## src/rtl/uart_tx_pkg.sv

```systemverilog
package uart_tx_pkg;
   localparam int LEN_SEL_W = 2;

   typedef struct packed {
      logic [LEN_SEL_W-1:0] len_sel;
      logic                 par_off;
      logic                 par_even;
      logic                 stop_long;
   } tx_fmt_t;

   // power-up format: longest character, no parity, short stop
   localparam tx_fmt_t FMT_RESET = '{len_sel: '1, par_off: 1'b1, par_even: 1'b0, stop_long: 1'b0};
endpackage

```

## src/rtl/tx_fmt_latch.sv

```systemverilog
module tx_fmt_latch
   import uart_tx_pkg::*;
(
   input  logic    clk,
   input  logic    rst,
   input  logic    cfg_ld,
   input  tx_fmt_t fmt_in,
   output tx_fmt_t fmt_q
);
   // transparent while the strobe is high, holds the value seen last
   always_ff @(posedge clk) begin
      if (rst)         fmt_q <= FMT_RESET;
      else if (cfg_ld) fmt_q <= fmt_in;
   end
endmodule

```

## src/rtl/tx_rst_gate.sv

```systemverilog
module tx_rst_gate #(
   parameter int RST_WAIT = 18
) (
   input  logic clk,
   input  logic rst,
   output logic ready
);
   localparam int CNT_W = $clog2(RST_WAIT + 1);

   logic [CNT_W-1:0] wait_cnt;

   always_ff @(posedge clk) begin
      if (rst)                             wait_cnt <= '0;
      else if (wait_cnt != CNT_W'(RST_WAIT)) wait_cnt <= wait_cnt + 1'b1;
   end

   assign ready = (wait_cnt == CNT_W'(RST_WAIT));
endmodule

```

## src/rtl/tx_hold_buf.sv

```systemverilog
module tx_hold_buf #(
   parameter int DATA_W = 8
) (
   input  logic              clk,
   input  logic              rst,
   input  logic              ld_n,
   input  logic [DATA_W-1:0] din,
   input  logic              take,
   output logic [DATA_W-1:0] buf_data,
   output logic              buf_full
);
   logic ld_q;
   logic ld_rise;

   always_ff @(posedge clk) ld_q <= ld_n;
   assign ld_rise = ld_n & ~ld_q;

   // the reset leaves the held character alone
   always_ff @(posedge clk) begin
      if (!ld_n) buf_data <= din;
   end

   // a new request outranks a transfer that happens in the same cycle
   always_ff @(posedge clk) begin
      if (rst)          buf_full <= 1'b0;
      else if (ld_rise) buf_full <= 1'b1;
      else if (take)    buf_full <= 1'b0;
   end
endmodule

```

## src/rtl/tx_shifter.sv

```systemverilog
module tx_shifter
   import uart_tx_pkg::*;
#(
   parameter int DATA_W = 8,
   parameter int MIN_W  = 5,
   parameter int OVS    = 16
) (
   input  logic              clk,
   input  logic              rst,
   input  logic              tick,
   input  logic              ready,
   input  logic              buf_full,
   input  logic [DATA_W-1:0] buf_data,
   input  tx_fmt_t           fmt,
   output logic              take,
   output logic              txd,
   output logic              idle
);
   localparam int FRM_W = DATA_W + 2;            // start + data + parity
   localparam int BC_W  = $clog2(FRM_W + 1);
   localparam int TK_W  = $clog2(2 * OVS);

   typedef enum logic [1:0] {S_IDLE, S_BITS, S_STOP} st_t;

   st_t              st;
   logic [FRM_W-1:0] sh;
   logic [BC_W-1:0]  bits_left;
   logic [TK_W-1:0]  tk;
   logic [TK_W-1:0]  stop_last;
   logic [FRM_W-1:0] frm_new;
   logic [BC_W-1:0]  nbits_new;
   logic [TK_W-1:0]  stop_new;
   logic             last_stop_tick;

   function automatic logic [FRM_W-1:0] build(input logic [DATA_W-1:0] d, input tx_fmt_t f);
      logic [FRM_W-1:0] frm;
      logic             par;
      int               len;
      len    = MIN_W + int'(f.len_sel);
      frm    = '1;
      frm[0] = 1'b0;
      par    = ~f.par_even;
      for (int i = 0; i < DATA_W; i++) begin
         if (i < len) begin
            frm[i+1] = d[i];
            par      = par ^ d[i];
         end
      end
      if (!f.par_off) frm[len+1] = par;
      return frm;
   endfunction

   always_comb begin
      int len;
      len       = MIN_W + int'(fmt.len_sel);
      frm_new   = build(buf_data, fmt);
      nbits_new = BC_W'(1 + len + (fmt.par_off ? 0 : 1));
      if (!fmt.stop_long)  stop_new = TK_W'(OVS - 1);
      else if (len == MIN_W) stop_new = TK_W'(OVS + OVS / 2 - 1);
      else                 stop_new = TK_W'(2 * OVS - 1);
   end

   assign last_stop_tick = (st == S_STOP) && tick && (tk == '0);
   assign take           = ready && buf_full && ((st == S_IDLE) || last_stop_tick);

   always_ff @(posedge clk) begin
      if (rst) begin
         st        <= S_IDLE;
         sh        <= '1;
         bits_left <= '0;
         tk        <= '0;
         stop_last <= '0;
      end else if (take) begin
         st        <= S_BITS;
         sh        <= frm_new;
         bits_left <= nbits_new;
         tk        <= TK_W'(OVS - 1);
         stop_last <= stop_new;
      end else begin
         case (st)
            S_BITS: if (tick) begin
               if (tk != '0) begin
                  tk <= tk - 1'b1;
               end else if (bits_left == BC_W'(1)) begin
                  st <= S_STOP;
                  tk <= stop_last;
               end else begin
                  sh        <= {1'b1, sh[FRM_W-1:1]};
                  bits_left <= bits_left - 1'b1;
                  tk        <= TK_W'(OVS - 1);
               end
            end
            S_STOP: if (tick) begin
               if (tk != '0) tk <= tk - 1'b1;
               else          st <= S_IDLE;
            end
            default: ;
         endcase
      end
   end

   assign txd  = (st == S_BITS) ? sh[0] : 1'b1;
   assign idle = (st == S_IDLE);
endmodule

```

## src/rtl/dbuf_uart_tx.sv

```systemverilog
module dbuf_uart_tx
   import uart_tx_pkg::*;
#(
   parameter int DATA_W   = 8,
   parameter int MIN_W    = 5,
   parameter int OVS      = 16,
   parameter int RST_WAIT = 18
) (
   input  logic              clk,
   input  logic              rst,
   input  logic              tick16,
   input  logic              ld_n,
   input  logic [DATA_W-1:0] din,
   input  logic              cfg_ld,
   input  logic [1:0]        cfg_len,
   input  logic              cfg_par_off,
   input  logic              cfg_even,
   input  logic              cfg_stop_long,
   output logic              txd,
   output logic              buf_empty,
   output logic              tx_empty
);
   generate
      if (MIN_W < 1 || MIN_W > DATA_W) begin : g_bad_min
         $error("MIN_W must lie in 1..DATA_W");
      end
      if (DATA_W - MIN_W >= (1 << LEN_SEL_W)) begin : g_bad_span
         $error("length range exceeds the length select field");
      end
      if (OVS < 2 || (OVS % 2) != 0) begin : g_bad_ovs
         $error("OVS must be even so that a 1.5-bit stop is whole ticks");
      end
      if (RST_WAIT < 1) begin : g_bad_wait
         $error("RST_WAIT must be at least 1");
      end
   endgenerate

   tx_fmt_t           fmt_in;
   tx_fmt_t           fmt_q;
   logic              ready;
   logic              take;
   logic              buf_full;
   logic              sh_idle;
   logic [DATA_W-1:0] buf_data;

   assign fmt_in = '{len_sel: cfg_len, par_off: cfg_par_off, par_even: cfg_even, stop_long: cfg_stop_long};

   tx_fmt_latch u_fmt (
      .clk(clk), .rst(rst), .cfg_ld(cfg_ld), .fmt_in(fmt_in), .fmt_q(fmt_q)
   );

   tx_rst_gate #(.RST_WAIT(RST_WAIT)) u_gate (
      .clk(clk), .rst(rst), .ready(ready)
   );

   tx_hold_buf #(.DATA_W(DATA_W)) u_buf (
      .clk(clk), .rst(rst), .ld_n(ld_n), .din(din), .take(take),
      .buf_data(buf_data), .buf_full(buf_full)
   );

   tx_shifter #(.DATA_W(DATA_W), .MIN_W(MIN_W), .OVS(OVS)) u_shift (
      .clk(clk), .rst(rst), .tick(tick16), .ready(ready), .buf_full(buf_full),
      .buf_data(buf_data), .fmt(fmt_q), .take(take), .txd(txd), .idle(sh_idle)
   );

   assign buf_empty = ~buf_full;
   assign tx_empty  = sh_idle & ready;
endmodule

```

## config.mk

```make
export PLATFORM = sky130hd
export DESIGN_NAME = dbuf_uart_tx
export DESIGN_NICKNAME = d
export VERILOG_FILES = /design/src/rtl/uart_tx_pkg.sv /design/src/rtl/tx_fmt_latch.sv /design/src/rtl/tx_rst_gate.sv /design/src/rtl/tx_hold_buf.sv /design/src/rtl/tx_shifter.sv /design/src/rtl/dbuf_uart_tx.sv
export SDC_FILE = /design/constraint.sdc
export NUM_CORES = 1
export LEC_CHECK = 0
export BUFFER_PORTS_ARGS = -buffer_cell sky130_fd_sc_hd__buf_2
export CORE_UTILIZATION = 45
export DETAILED_ROUTE_END_ITERATION = 7
export PLACE_DENSITY_LB_ADDON = 0.1
export SLEW_MARGIN = 20
export SYNTH_ARGS = -nofsm -noshare
export SYNTH_HDL_FRONTEND = slang
export SYNTH_SLANG_ARGS = --single-unit
```

## constraint.sdc

```tcl
create_clock -name clk -period 5.3 [get_ports clk]
set_input_delay 0.53 -clock clk [delete_from_list [all_inputs] [get_ports clk]]
set_output_delay 0.53 -clock clk [all_outputs]
set_load 0.005 [all_outputs]
```

Word level (Yosys, flattened, before mapping)
Cells that the tools add are included.
{ "totals": {"register_bits": 46, "input_bits": 18, "elab_cells": 134} }
{ "classes": {"n_addsub": 6, "order_cmp": 10, "n_eq_ne": 20, "mux": 50, "bitwise": 13, "reduce_logical": 20} }
{ "op_table": {"columns": ["operator", "count"], "rows": [
  ["$lt 4x32->1 const A", 4],
  ["$lt 3x32->1 const A", 2],
  ["$mux 10", 6],
  ["$eq 32x4->1 const B", 1],
  ["$lt 1x32->1 const A", 1],
  ["$lt 2x32->1 const A", 1],
  ["$mux 5", 6],
  ["$mux 4", 7],
  ["$mux 1", 22],
  ["$ne 3x3->1 const B", 5],
  ["$ne 2x2->1 const B", 7],
  ["$reduce_and 4->1", 3],
  ["$reduce_and 6->1", 2],
  ["$bwmux 10", 1],
  ["$mux 2", 5],
  ["$pmux 5 s2", 1],
  ["$reduce_bool 2->1", 4],
  ["$xor 1x1->1", 8],
  ["$add 1x4->5 const A", 1],
  ["$add 5x1->5 const B", 1],
  ["$eq 5x5->1 const B", 1],
  ["$ge 5x1->1 const B", 1],
  ["$logic_and 1x1->1", 5],
  ["$logic_not 5->1", 1],
  ["20 further kinds", 23]
]} }

Depth between registers and ports, before layout
Gate-level depths: netlist of the first run.
{ "logic_depth": {"ltp_word": 20, "depth_mapped": 9} }

Cells and area by module
From an unflattened synthesis of the first run, not the netlist that was laid out.
{ "hier_totals": {"cells_unflattened": 259, "hier_area_um2": 2456.1} }
{ "modules_own_cells": {"columns": ["module", "n_inst", "cells_each", "area_per_inst_um2", "seq_area_each_um2"], "rows": [
  ["tx_shifter", 1, 202, 1687.9, 480.5],
  ["tx_hold_buf", 1, 14, 305.3, 280.3],
  ["tx_rst_gate", 1, 25, 269.0, 100.1],
  ["tx_fmt_latch", 1, 16, 183.9, 100.1],
  ["dbuf_uart_tx", 1, 2, 10.0, 0.0]
]} }

Worst setup path after synthesis of the first run
No wires, ideal clock.
{ "synth_timing": {"path_type": "flip-flop to flip-flop", "from": "register, netlist name u_fmt.fmt_q[3]", "to": "register u_shift.sh[8]", "arrival_ps": 2166, "setup_slack_ps": 3012, "stages_incl_launch_ff": 8, "n_path_buf": 0, "synth_period_minus_slack_ps": 2288, "path_cell_list": "dfxtp_1 > inv_1 > ha_1 > o21ai_1 > xnor3_2 > xnor3_1 > and2_1 > a221o_1"} }
{ "synth_via": {"elab_chain_len": 20, "word_cells_on_any_way": 34, "cone_classes": "add/sub (2); order compare (10); mux (14); bitwise (7); reduce/logical (1)"} }
{ "synth_rtl": {"columns": ["element", "line", "text"], "rows": [
  ["$add 3x2->4 *", "tx_shifter.sv:39", "len = MIN_W + int'(f.len_sel);"],
  ["$lt 1x32->1", "tx_shifter.sv:44", "if (i < len) begin"],
  ["$mux 1", "tx_shifter.sv:44", null],
  ["$xor 1x1->1", "tx_shifter.sv:46", "par = par ^ d[i];"],
  ["$mux 1", "tx_shifter.sv:44", null],
  ["$xor 1x1->1", "tx_shifter.sv:46", null],
  ["$mux 1", "tx_shifter.sv:44", null],
  ["$xor 1x1->1", "tx_shifter.sv:46", null],
  ["(+4 left out)", null, null],
  ["$mux 1", "tx_shifter.sv:44", null],
  ["$xor 1x1->1", "tx_shifter.sv:46", null],
  ["$mux 1", "tx_shifter.sv:44", null],
  ["$xor 1x1->1", "tx_shifter.sv:46", null],
  ["$mux 1", "tx_shifter.sv:44", null],
  ["$bwmux 10", "tx_shifter.sv:49", "if (!f.par_off) frm[len+1] = par;"],
  ["$mux 10 *", "tx_shifter.sv:49", null],
  ["$mux 10 *", "tx_shifter.sv:73", "end else if (take) begin"],
  ["end signal: assignment", "tx_shifter.sv:75", "sh <= frm_new;"],
  ["end signal: assignment", "tx_shifter.sv:88", "sh <= {1'b1, sh[FRM_W-1:1]};"],
  ["end: declaration", "tx_shifter.sv:26", "logic [FRM_W-1:0] sh;"]
]} }
Every way passes the cells marked *; elsewhere a longest branch is shown, timed or not.
A chain may end at the register's enable or synchronous reset.

Worst setup path after layout of the first run
{ "layout_timing": {"from": "register, netlist name u_fmt.fmt_q[3]", "to": "register u_shift.sh[8]"} }
{ "layout_via": {"elab_chain_len": 20, "word_cells_on_any_way": 34, "cone_classes": "add/sub (2); order compare (10); mux (14); bitwise (7); reduce/logical (1)"} }
{ "layout_rtl": {"columns": ["element", "line"], "rows": [
  ["$add 3x2->4 *", "tx_shifter.sv:39"],
  ["$lt 1x32->1", "tx_shifter.sv:44"],
  ["$mux 1", "tx_shifter.sv:44"],
  ["$xor 1x1->1", "tx_shifter.sv:46"],
  ["$mux 1", "tx_shifter.sv:44"],
  ["$xor 1x1->1", "tx_shifter.sv:46"],
  ["$mux 1", "tx_shifter.sv:44"],
  ["$xor 1x1->1", "tx_shifter.sv:46"],
  ["(+4 left out)", null],
  ["$mux 1", "tx_shifter.sv:44"],
  ["$xor 1x1->1", "tx_shifter.sv:46"],
  ["$mux 1", "tx_shifter.sv:44"],
  ["$xor 1x1->1", "tx_shifter.sv:46"],
  ["$mux 1", "tx_shifter.sv:44"],
  ["$bwmux 10", "tx_shifter.sv:49"],
  ["$mux 10 *", "tx_shifter.sv:49"],
  ["$mux 10 *", "tx_shifter.sv:73"]
]} }
Marked as above.

==> results of run 1 <==
-- logic make-up after synthesis --
family,Yosys count,synth area share (%)
compound gates,58,17.8
simple gates,70,17.9
fa+ha+maj,16,8.59
flops,44,41.2
mux,5,2.15
buf+inv,26,5.05
xor+xnor,16,7.25
-- sequential cells by signal, indices dropped and copies added (netlist names) --
name / flops
u_shift.sh: 10
u_fmt.fmt_q: 5
u_shift.st: 2
u_buf.buf_data: 8
u_shift.stop_last: 3
u_shift.tk: 5
u_buf.ld_q: 1
u_buf.buf_full: 1
u_shift.bits_left: 4
u_gate.wait_cnt: 5
-- metrics by stage --
step | cells | util [%] | setup slack, ns | power (mW)
finish | 321 | 53.2 | 2.86 | 0.716
global route | 321 | 53.2 | 2.68 | 0.749
CTS | 321 | 53.2 | 2.86 | 0.727
detailed placement | 313 | 50.7 | 2.86 | 0.450
global placement | 313 | 50.7 | 2.91 | 0.449
floorplan | 235 | - | 3.01 | 0.429
-- power by group through the flow --
stage	registers (mW)	logic (mW)	clock network, mW
finish	0.360	0.0811	0.275
global route	0.362	0.0899	0.297
CTS	0.360	0.0823	0.284
detailed placement	0.368	0.0820	0
global placement	0.368	0.0814	0
floorplan	0.366	0.0635	0
-- layout make-up --
class / instances / area share, %
clock inverters: 2 / 1.50
well taps: 67 / 3.25
multi-input cells: 165 / 48.5
flip-flops and latches: 44 / 37.2
inverters: 17 / 2.47
clock buffers: 6 / 3.20
repair buffers: 20 / 3.88
-- per-layer routing --
layer	track usage [%]	wire [um]	vias to the layer above	part of all wire [%]
met1	24.5	2210	770	50
met4	8.33	84	0	1.9
li1	-	-	878	-
met2	28.0	1980	26	45
met3	4.07	110	7	2.5
met5	0	0	-	0
-- cell usage in the layout (no fill, tap or decap), types with 2 or more instances in the layout --
cell,netlist,layout
xor2_1,4,4
nand2b_1,3,3
and2_1,2,2
o22ai_1,2,2
ha_1,16,16
nor2_1,21,21
nor2b_1,2,2
o21ai_1,7,7
nand2_1,15,15
nor3_1,7,7
o31ai_1,2,2
inv_1,17,17
a211oi_1,7,7
o21ai_0,2,2
a21o_1,2,2
o221ai_1,2,2
nand3_1,4,4
clkbuf_8,0,6
mux2i_1,5,5
nor4b_4,2,2
a221o_1,3,3
buf_2,1,20
edfxtp_1,8,8
a21oi_1,16,16
a211oi_2,2,2
dfxtp_1,36,36
o211ai_1,5,5
xnor2_1,10,10
-- worst max-delay path: stages (launching register included) --
cell and delay (ns):
dfxtp_1 0.45, inv_1 0.15, ha_1 0.23, o21ai_1 0.13, xnor3_2 0.44, xnor3_1 0.43
and2_1 0.20, a221o_1 0.30
-- worst max path at each step --
stage | from | end | slack (ns) | cells past startpoint
detailed placement | u_fmt.fmt_q[3] | u_shift.sh[8] | 2.86 | 7
finish | u_fmt.fmt_q[3] | u_shift.sh[8] | 2.86 | 7
global route | u_fmt.fmt_q[3] | u_shift.sh[8] | 2.68 | 7
floorplan | u_fmt.fmt_q[3] | u_shift.sh[8] | 3.01 | 7
CTS | u_fmt.fmt_q[3] | u_shift.sh[8] | 2.86 | 7
global placement | u_fmt.fmt_q[3] | u_shift.sh[8] | 2.91 | 7
==> flow_metrics.tcl, run 1 <==
set metrics [dict create \
    p_per_area_nw_per_um2 277 \
    switching_share_pct 23.6 \
    port_buffers 20 \
    place.gp.congestion 0.800 \
    drc 0 \
    ys_warn_count 0 \
    ff2ff_setup_slack_ns 2.86 \
    grt_pass1_vias 1571 \
    r2r-end "u_shift.sh[8]" \
    clock-sinks 44 \
    drv_slew 0 \
    leakage_nw 1.08 \
    cp-end-kind "flop" \
    ant_nets 0 \
    synth_edf_count 8 \
    hold_viol_final 0 \
    critPathKind "flop to flop" \
    ir_worst_vdd_v 0.000198 \
    final-seq-area_um2 961 \
    routed_wl_um 4390 \
    die_area_um2 5470 \
    worst_slew_pin_slew_ns 0.743 \
    min_to "u_buf.ld_q" \
    yosysTopAreaCell "dfxtp_1" \
    drive_above_1_share_pct 16.9 \
    syn-cell-area_um2 2330 \
    fill_cells 454 \
    setup_tns_ns 0 \
    coreArea_um2 4850 \
    io_pins 21 \
    ys_seq_area_share_pct 41.2 \
    r2r_cells 7 \
    crit_path_start_kind "flop" \
    p_clk_share_pct 38.3 \
    synthTopCellsByCount "dfxtp_1, nor2_1, inv_1, a21oi_1, ha_1" \
    drt-pass1-iter-count 6 \
    grt_first_pass_wirelength_um 7380 \
    reg2reg_from "u_fmt.fmt_q[3]" \
    required_ns 5.50 \
    synth-seq-cells 44 \
    syn_nets 269 \
    routed-via-count 1681 \
    holdPathStages 1 \
    drt_iter0_drc 116 \
    async_reset_ff_share_pct 0 \
    syn_area_per_cell_um2 9.91 \
    antenna_cells 0 \
    design_area_um2 2580 \
    internal_power_mw 0.547 \
    finalCriticalPeriod_ns 2.44 \
    start_util_pct 48.1 \
    cts_buffers 5 \
    drv_cap 0 \
    synth_top_area_share_pct 30.9 \
    final_net_count 287 \
    cts_root_buf "clkbuf_8" \
    viasPerCell 5.24 \
    num_rows 25 \
    p_sw_mw 0.169 \
    seqPwrFrac_pct 50.3 \
    p_comb_share_pct 11.3 \
    ctsHoldBuffers 0 \
    clockBufferDepth 2 \
    hold_class "input port to flop" \
    cts_htree_levels 2 \
    grt_max_degree 29 \
    worst_ep_arrival_time_ns 2.64 \
    insertion_delay_ns 0.30 \
    synthCells 235 \
    synth_most_common_cell "dfxtp_1" \
    fin_skew_ns 0.00303 \
    worstPathMaxFanout 6 \
    antenna_found_initial 0 \
    status "finished, final reports clean" \
    cts_tree "done" \
    worstHoldStart "ld_n" \
    setup_viol 0 \
    holdWs_ns 0.336 \
    synth.distinct_cells 54 \
    multi_input_area_um2 1250 \
    fin_crit_sh_pct 46.1 \
    yosys-top-cells-area "dfxtp_1, edfxtp_1, ha_1" \
    cts_resized 0 \
    synth_flop_cell "dfxtp_1" \
    rsz0062_at_grt "false" \
    die_h_um 74.0 \
    maxSlewHeadroom_pct 50.3 \
    fp.dieW_um 74.0 \
    clk_pin_slew_ns 0.08 \
    dp_hpwl_um 3140 \
    area_growth_pct 10.8 \
    grt_usage_pct 18.2 \
    post_cts_buffers 0 \
    routedWlPerCell_um 13.7 \
    clock.fmax_ghz 0.409 \
    gr-total-overflow 0 \
    dpl-instance-area_um2 2460 \
]
Note: power is estimated with default switching activity, not from simulation.
==> inputs of run 2 (changes only) <==
==> constraint.sdc (replaced) <==
create_clock -name clk -period 2.5 [get_ports clk]
set_input_delay 0.25 -clock clk [delete_from_list [all_inputs] [get_ports clk]]
set_output_delay 0.25 -clock clk [all_outputs]
set_load 0.005 [all_outputs]
==> run 2 against run 1 <==
Combinational power up 120%. Non-clock buffer count up 8. Cell area up 1.8%. Global-route usage up 0.097 points. Via count up 2.4%. Clock power up 95%. Sequential share of layout area down 0.66 points. Sequential power up 110%. First-iteration DRC count down 39%. Power up 110%. Largest cell class unchanged.
==> flow_metrics.tcl, run 2 (synthesis gave the netlist of run 1 again) <==
set metrics [dict create \
    antenna_cells 0 \
    grt_usage_pct 18.3 \
    insertion_delay_ns 0.30 \
    worst_slew_pin_slew_ns 0.577 \
    grt_pass1_vias 1625 \
    routed-via-count 1721 \
    cts_tree "done" \
    ir_worst_vdd_v 0.000393 \
    required_ns 2.69 \
    io_pins 21 \
    clk_pin_slew_ns 0.08 \
    ff2ff_setup_slack_ns 0.26 \
    port_buffers 20 \
    cts_root_buf "clkbuf_8" \
    layout_common_cells "dfxtp_1, nor2_1, buf_2" \
    fill_cells 455 \
    cts_htree_levels 2 \
    drive_above_1_share_pct 19.1 \
    final_net_count 295 \
    post_cts_buffers 0 \
    setup_viol 0 \
    drc 0 \
    viasPerCell 5.23 \
    cp-end-kind "flop" \
    dp_hpwl_um 3200 \
    drv_cap 0 \
    coreArea_um2 4850 \
    holdWs_ns 0.0614 \
    reg_top3 "u_shift.sh (10), u_buf.buf_data (8)" \
    rsz0062_at_grt "false" \
    cts_resized 0 \
    drt-pass1-iter-count 4 \
    ctsHoldBuffers 0 \
    die_h_um 74.0 \
    antenna_found_initial 0 \
    setup_tns_ns 0 \
    finalCriticalPeriod_ns 2.24 \
    area_growth_pct 12.8 \
    largest_reg_flops 10 \
    gr-total-overflow 0 \
    dpl-instance-area_um2 2520 \
    finalPower_mw 1.47 \
    cts_buffers 5 \
    grt_max_degree 29 \
    routed_wl_um 4360 \
    clock.fmax_ghz 0.446 \
    maxSlewHeadroom_pct 61.5 \
    ant_nets 0 \
    grt_first_pass_wirelength_um 7520 \
    drv_slew 0 \
    worstPathMaxFanout 4 \
    place.gp.congestion 0.819 \
    p_per_area_nw_per_um2 561 \
    fin_crit_sh_pct 89.7 \
    drt_iter0_drc 71 \
    crit_path_start_kind "flop" \
    critPathKind "flop to flop" \
    design_area_um2 2630 \
    hold_class "input port to flop" \
    final_util_pct 54.2 \
    status "finished, final reports clean" \
    leakage_nw 1.11 \
    start_util_pct 48.1 \
    final_common_cell "dfxtp_1" \
    die_area_um2 5470 \
    routedWlPerCell_um 13.3 \
    fp.dieW_um 74.0 \
    num_rows 25 \
    clockBufferDepth 2 \
    clock-sinks 44 \
    fin_skew_ns 0.00466 \
    hold_viol_final 0 \
    regMostFlops "u_shift.sh" \
    worst_ep_arrival_time_ns 2.43 \
]
==> run 2: changes by cell type in the layout (fill, tap and decap cells not counted), sizes merged <==
cell / delta
buf: +8
==> run 2: final cells by class <==
class / instances / area (um^2) / area share [%]
Inverter: 17 / 63.8 / 2.43
Multi-Input combinational cell: 165 / 1250 / 47.6
Sequential cell: 44 / 961 / 36.6
Clock inverter: 2 / 35.0 / 1.33
Tap cell: 67 / 83.8 / 3.19
Clock buffer: 6 / 72.6 / 2.76
Timing Repair Buffer: 28 / 160 / 6.10
==> run 2: path summary, 6_finish.rpt <==
| kind | startpoint | to | cells past startpoint |
|---|---|---|---|
| hold / removal | ld_n | u_buf.ld_q | 1 |
| setup reg to reg | u_fmt.fmt_q[3] | u_shift.sh[8] | 7 |
| hold reg to reg | u_shift.stop_last[4] | u_shift.stop_last[4] | 2 |
| setup / recovery | u_fmt.fmt_q[3] | u_shift.sh[8] | 7 |
==> run 2: through the flow <==
| stage | setup WS [ns] | std cells |
|---|---|---|
| 3_5_place_dp | 0.257 | 321 |
| 3_3_place_gp | 0.307 | 321 |
| 4_1_cts | 0.247 | 329 |
| 5_1_grt | 0.119 | 329 |
| 6_report | 0.257 | 329 |
| 2_1_floorplan | 0.212 | 235 |
==> run 2: per-layer routing <==
metal	up-vias	wire [um]	GRT usage [%]
met5	-	0	0
met4	0	64	7.05
met3	6	140	4.47
met2	29	1900	28.1
met1	795	2260	24.9
li1	891	-	-
==> run 2: critical path, stage by stage (launching register included) <==
cell	delay, ns
dfxtp_1	0.36
inv_1	0.07
ha_1	0.20
o21ai_1	0.13
xnor3_2	0.44
xnor3_1	0.43
and2_1	0.19
a221o_1	0.31
==> run 2: where the power goes <==
part | total [mW] | internal, mW | switching, mW
Sequential | 0.762 | 0.744 | 0.0180
Combinational | 0.177 | 0.0914 | 0.0855
Clock | 0.535 | 0.297 | 0.239
Total | 1.47 | 1.13 | 0.342
==> inputs of run 3 (changes only) <==
--- a/config.mk
+++ b/config.mk
@@ -6,10 +6,11 @@
 export NUM_CORES = 1
 export LEC_CHECK = 0
 export BUFFER_PORTS_ARGS = -buffer_cell sky130_fd_sc_hd__buf_2
-export CORE_UTILIZATION = 45
+export CORE_UTILIZATION = 50
 export DETAILED_ROUTE_END_ITERATION = 7
 export PLACE_DENSITY_LB_ADDON = 0.1
 export SLEW_MARGIN = 20
 export SYNTH_ARGS = -nofsm -noshare
 export SYNTH_HDL_FRONTEND = slang
+export SYNTH_HIERARCHICAL = 1
 export SYNTH_SLANG_ARGS = --single-unit
==> run 3 against run 2 <==
Count of clock-buffer cells in the layout unchanged. Largest power group unchanged. Setup slack worse by 0.044 ns. Core utilization up 3.0 points. Die area down 5.0%. Worst hold slack better by 0.022 ns. Wire length up 5.5%. Sequential power up 0.5%. Power down 4.7%. Cell area up 2.8%. Sequential share of layout area down 1.0 points. Cell count up 6.1%.
==> flow_metrics.tcl, run 3 <==
set metrics [dict create \
    largest_reg_flops 10 \
    holdPathStages 1 \
    setup_viol 0 \
    cp-end-kind "flop" \
    finalCriticalPeriod_ns 2.29 \
    ir_worst_vdd_v 0.000375 \
    viasPerCell 5.31 \
    routed_wl_um 4600 \
    fin_crit_sh_pct 91.5 \
    hold_viol_final 0 \
    ctsHoldBuffers 0 \
    final_common_cell "dfxtp_1" \
    reg2reg_from "u_fmt/fmt_q[3]" \
    crit_path_start_kind "flop" \
    reg_top3 "u_shift/sh (10), u_buf/buf_data (8)" \
    p_per_area_nw_per_um2 520 \
    grt_pass1_vias 1631 \
    status "finished, final reports clean" \
    synth.distinct_cells 58 \
    die_h_um 72.1 \
    insertion_delay_ns 0.29 \
    synthCells 259 \
    worstPathMaxFanout 7 \
    cts_htree_levels 2 \
    hold_class "input port to flop" \
    required_ns 2.67 \
    place.gp.congestion 0.838 \
    antenna_found_initial 0 \
    coreArea_um2 4720 \
    cts_tree "done" \
    synth_flop_cell "dfxtp_1" \
    design_area_um2 2700 \
    path_cells "ha_2 > inv_1 > ha_1 > nor2b_1 > nand3_1 > a32o_1 > a211oi_1 > o21ai_0" \
    dpl-instance-area_um2 2610 \
    start_util_pct 52.0 \
    worstHoldStart "ld_n" \
    ant_nets 0 \
    clockBufferDepth 2 \
    fp.dieW_um 72.1 \
    syn_area_per_cell_um2 9.48 \
    startpoint "u_fmt/fmt_q[3]" \
    critPathSlowestCell "dfxtp_1" \
    ys_warn_count 6 \
    post_cts_buffers 0 \
    final-seq-area_um2 961 \
    io_pins 21 \
    synth_edf_count 8 \
    cp_top_family "adder cells" \
    multi_input_area_um2 1370 \
    drv_cap 0 \
    maxSlewHeadroom_pct 55.3 \
    drc 0 \
    drive_above_1_share_pct 16.7 \
    worst_ep_arrival_time_ns 2.46 \
    clock-sinks 44 \
    grt_usage_pct 19.1 \
    final_net_count 315 \
    synth-seq-cells 44 \
    cts_resized 0 \
    slowest_delay_ns 0.47 \
    clk_pin_slew_ns 0.08 \
    drv_slew 0 \
    ff2ff_setup_slack_ns 0.21 \
    clock.fmax_ghz 0.437 \
    synth_top_area_share_pct 29.3 \
    gr-total-overflow 0 \
    cts_buffers 5 \
    antenna_cells 0 \
    layout_common_cells "dfxtp_1, nor2_1, buf_2" \
    port_buffers 20 \
    critPathKind "flop to flop" \
    dp_hpwl_um 3390 \
    r2r-end "u_shift/sh[1]" \
    syn_nets 293 \
    yosys-top-cells-area "dfxtp_1, edfxtp_1, ha_1" \
    holdWs_ns 0.0834 \
    drt-pass1-iter-count 4 \
    fin_skew_ns 0.00598 \
    drt_iter0_drc 134 \
    worst_slew_pin_slew_ns 0.671 \
    ys_seq_area_share_pct 39.1 \
    routedWlPerCell_um 13.2 \
    cts_root_buf "clkbuf_8" \
    leakage_nw 1.09 \
    async_reset_ff_share_pct 0 \
    regMostFlops "u_shift/sh" \
    num_rows 25 \
    fill_cells 441 \
    synth_most_common_cell "dfxtp_1" \
    synthTopCellsByCount "dfxtp_1, nor2_1, inv_1, nand2_1, ha_1" \
    grt_max_degree 38 \
    min_to "u_buf/ld_q" \
    syn-cell-area_um2 2460 \
    die_area_um2 5200 \
    area_growth_pct 9.98 \
    yosysTopAreaCell "dfxtp_1" \
    path_buf_inv 1 \
    finalPower_mw 1.41 \
    r2r_cells 8 \
    grt_first_pass_wirelength_um 7830 \
    routed-via-count 1853 \
]
==> run 3: worst max path at each step <==
stage,to,cells past startpoint
6_report,u_shift/sh[1],8
5_1_grt,u_shift/sh[8],8
4_1_cts,u_shift/sh[8],8
3_5_place_dp,u_shift/sh[8],8
3_3_place_gp,u_shift/sh[1],8
2_1_floorplan,u_shift/sh[1],8
==> run 3: metrics by stage <==
step           worst slack, ns  TNS [ns]  instances  util [%]
2_1_floorplan            0.472         0        259         -
3_3_place_gp             0.231         0        341      55.2
3_5_place_dp             0.215         0        341      55.2
4_1_cts                  0.198         0        349      57.1
5_1_grt               -0.00149  -0.00149        349      57.2
6_report                 0.213         0        349      57.2
==> run 3: layout make-up <==
cell class                      count  area share (%)
Sequential cell                    44            35.6
Timing Repair Buffer               23            4.54
Clock inverter                      2           0.371
Multi-Input combinational cell    189            50.9
Tap cell                           67            3.10
Inverter                           18            2.50
Clock buffer                        6            3.06
==> run 3: power by group <==
part | switching (mW) | internal, mW
combinational | 0.0971 | 0.0868
sequential | 0.0218 | 0.744
clock | 0.235 | 0.221
==> run 3: cell families (layout without fill, tap and decap cells) <==
kind of cell / after synthesis / after routing / share of synthesized area, %
xor+xnor: 15 / 15 / 5.91
simple gates: 96 / 96 / 22.4
mux: 5 / 5 / 2.50
fa+ha+maj: 16 / 16 / 8.15
compound gates: 57 / 57 / 16.9
buf+inv: 26 / 49 / 5.04
flops: 44 / 44 / 39.1
==> run 3: routing by layer <==
metal  routed length, um  global-route usage, %  vias to the layer above
li1                    -                      -                      974
met1                2380                   28.0                      833
met2                2000                   28.9                       44
met3                 188                   3.75                        2
met4                  29                   4.58                        0
met5                   0                      0                        -
==> run 3: worst reg2reg max path, delay by kind of cell (launching register included) <==
kind	cells	cell delay, ns
buf+inv	1	0.09
compound gates	3	0.59
simple gates	2	0.40
fa+ha+maj	2	0.62
flops	1	0.47
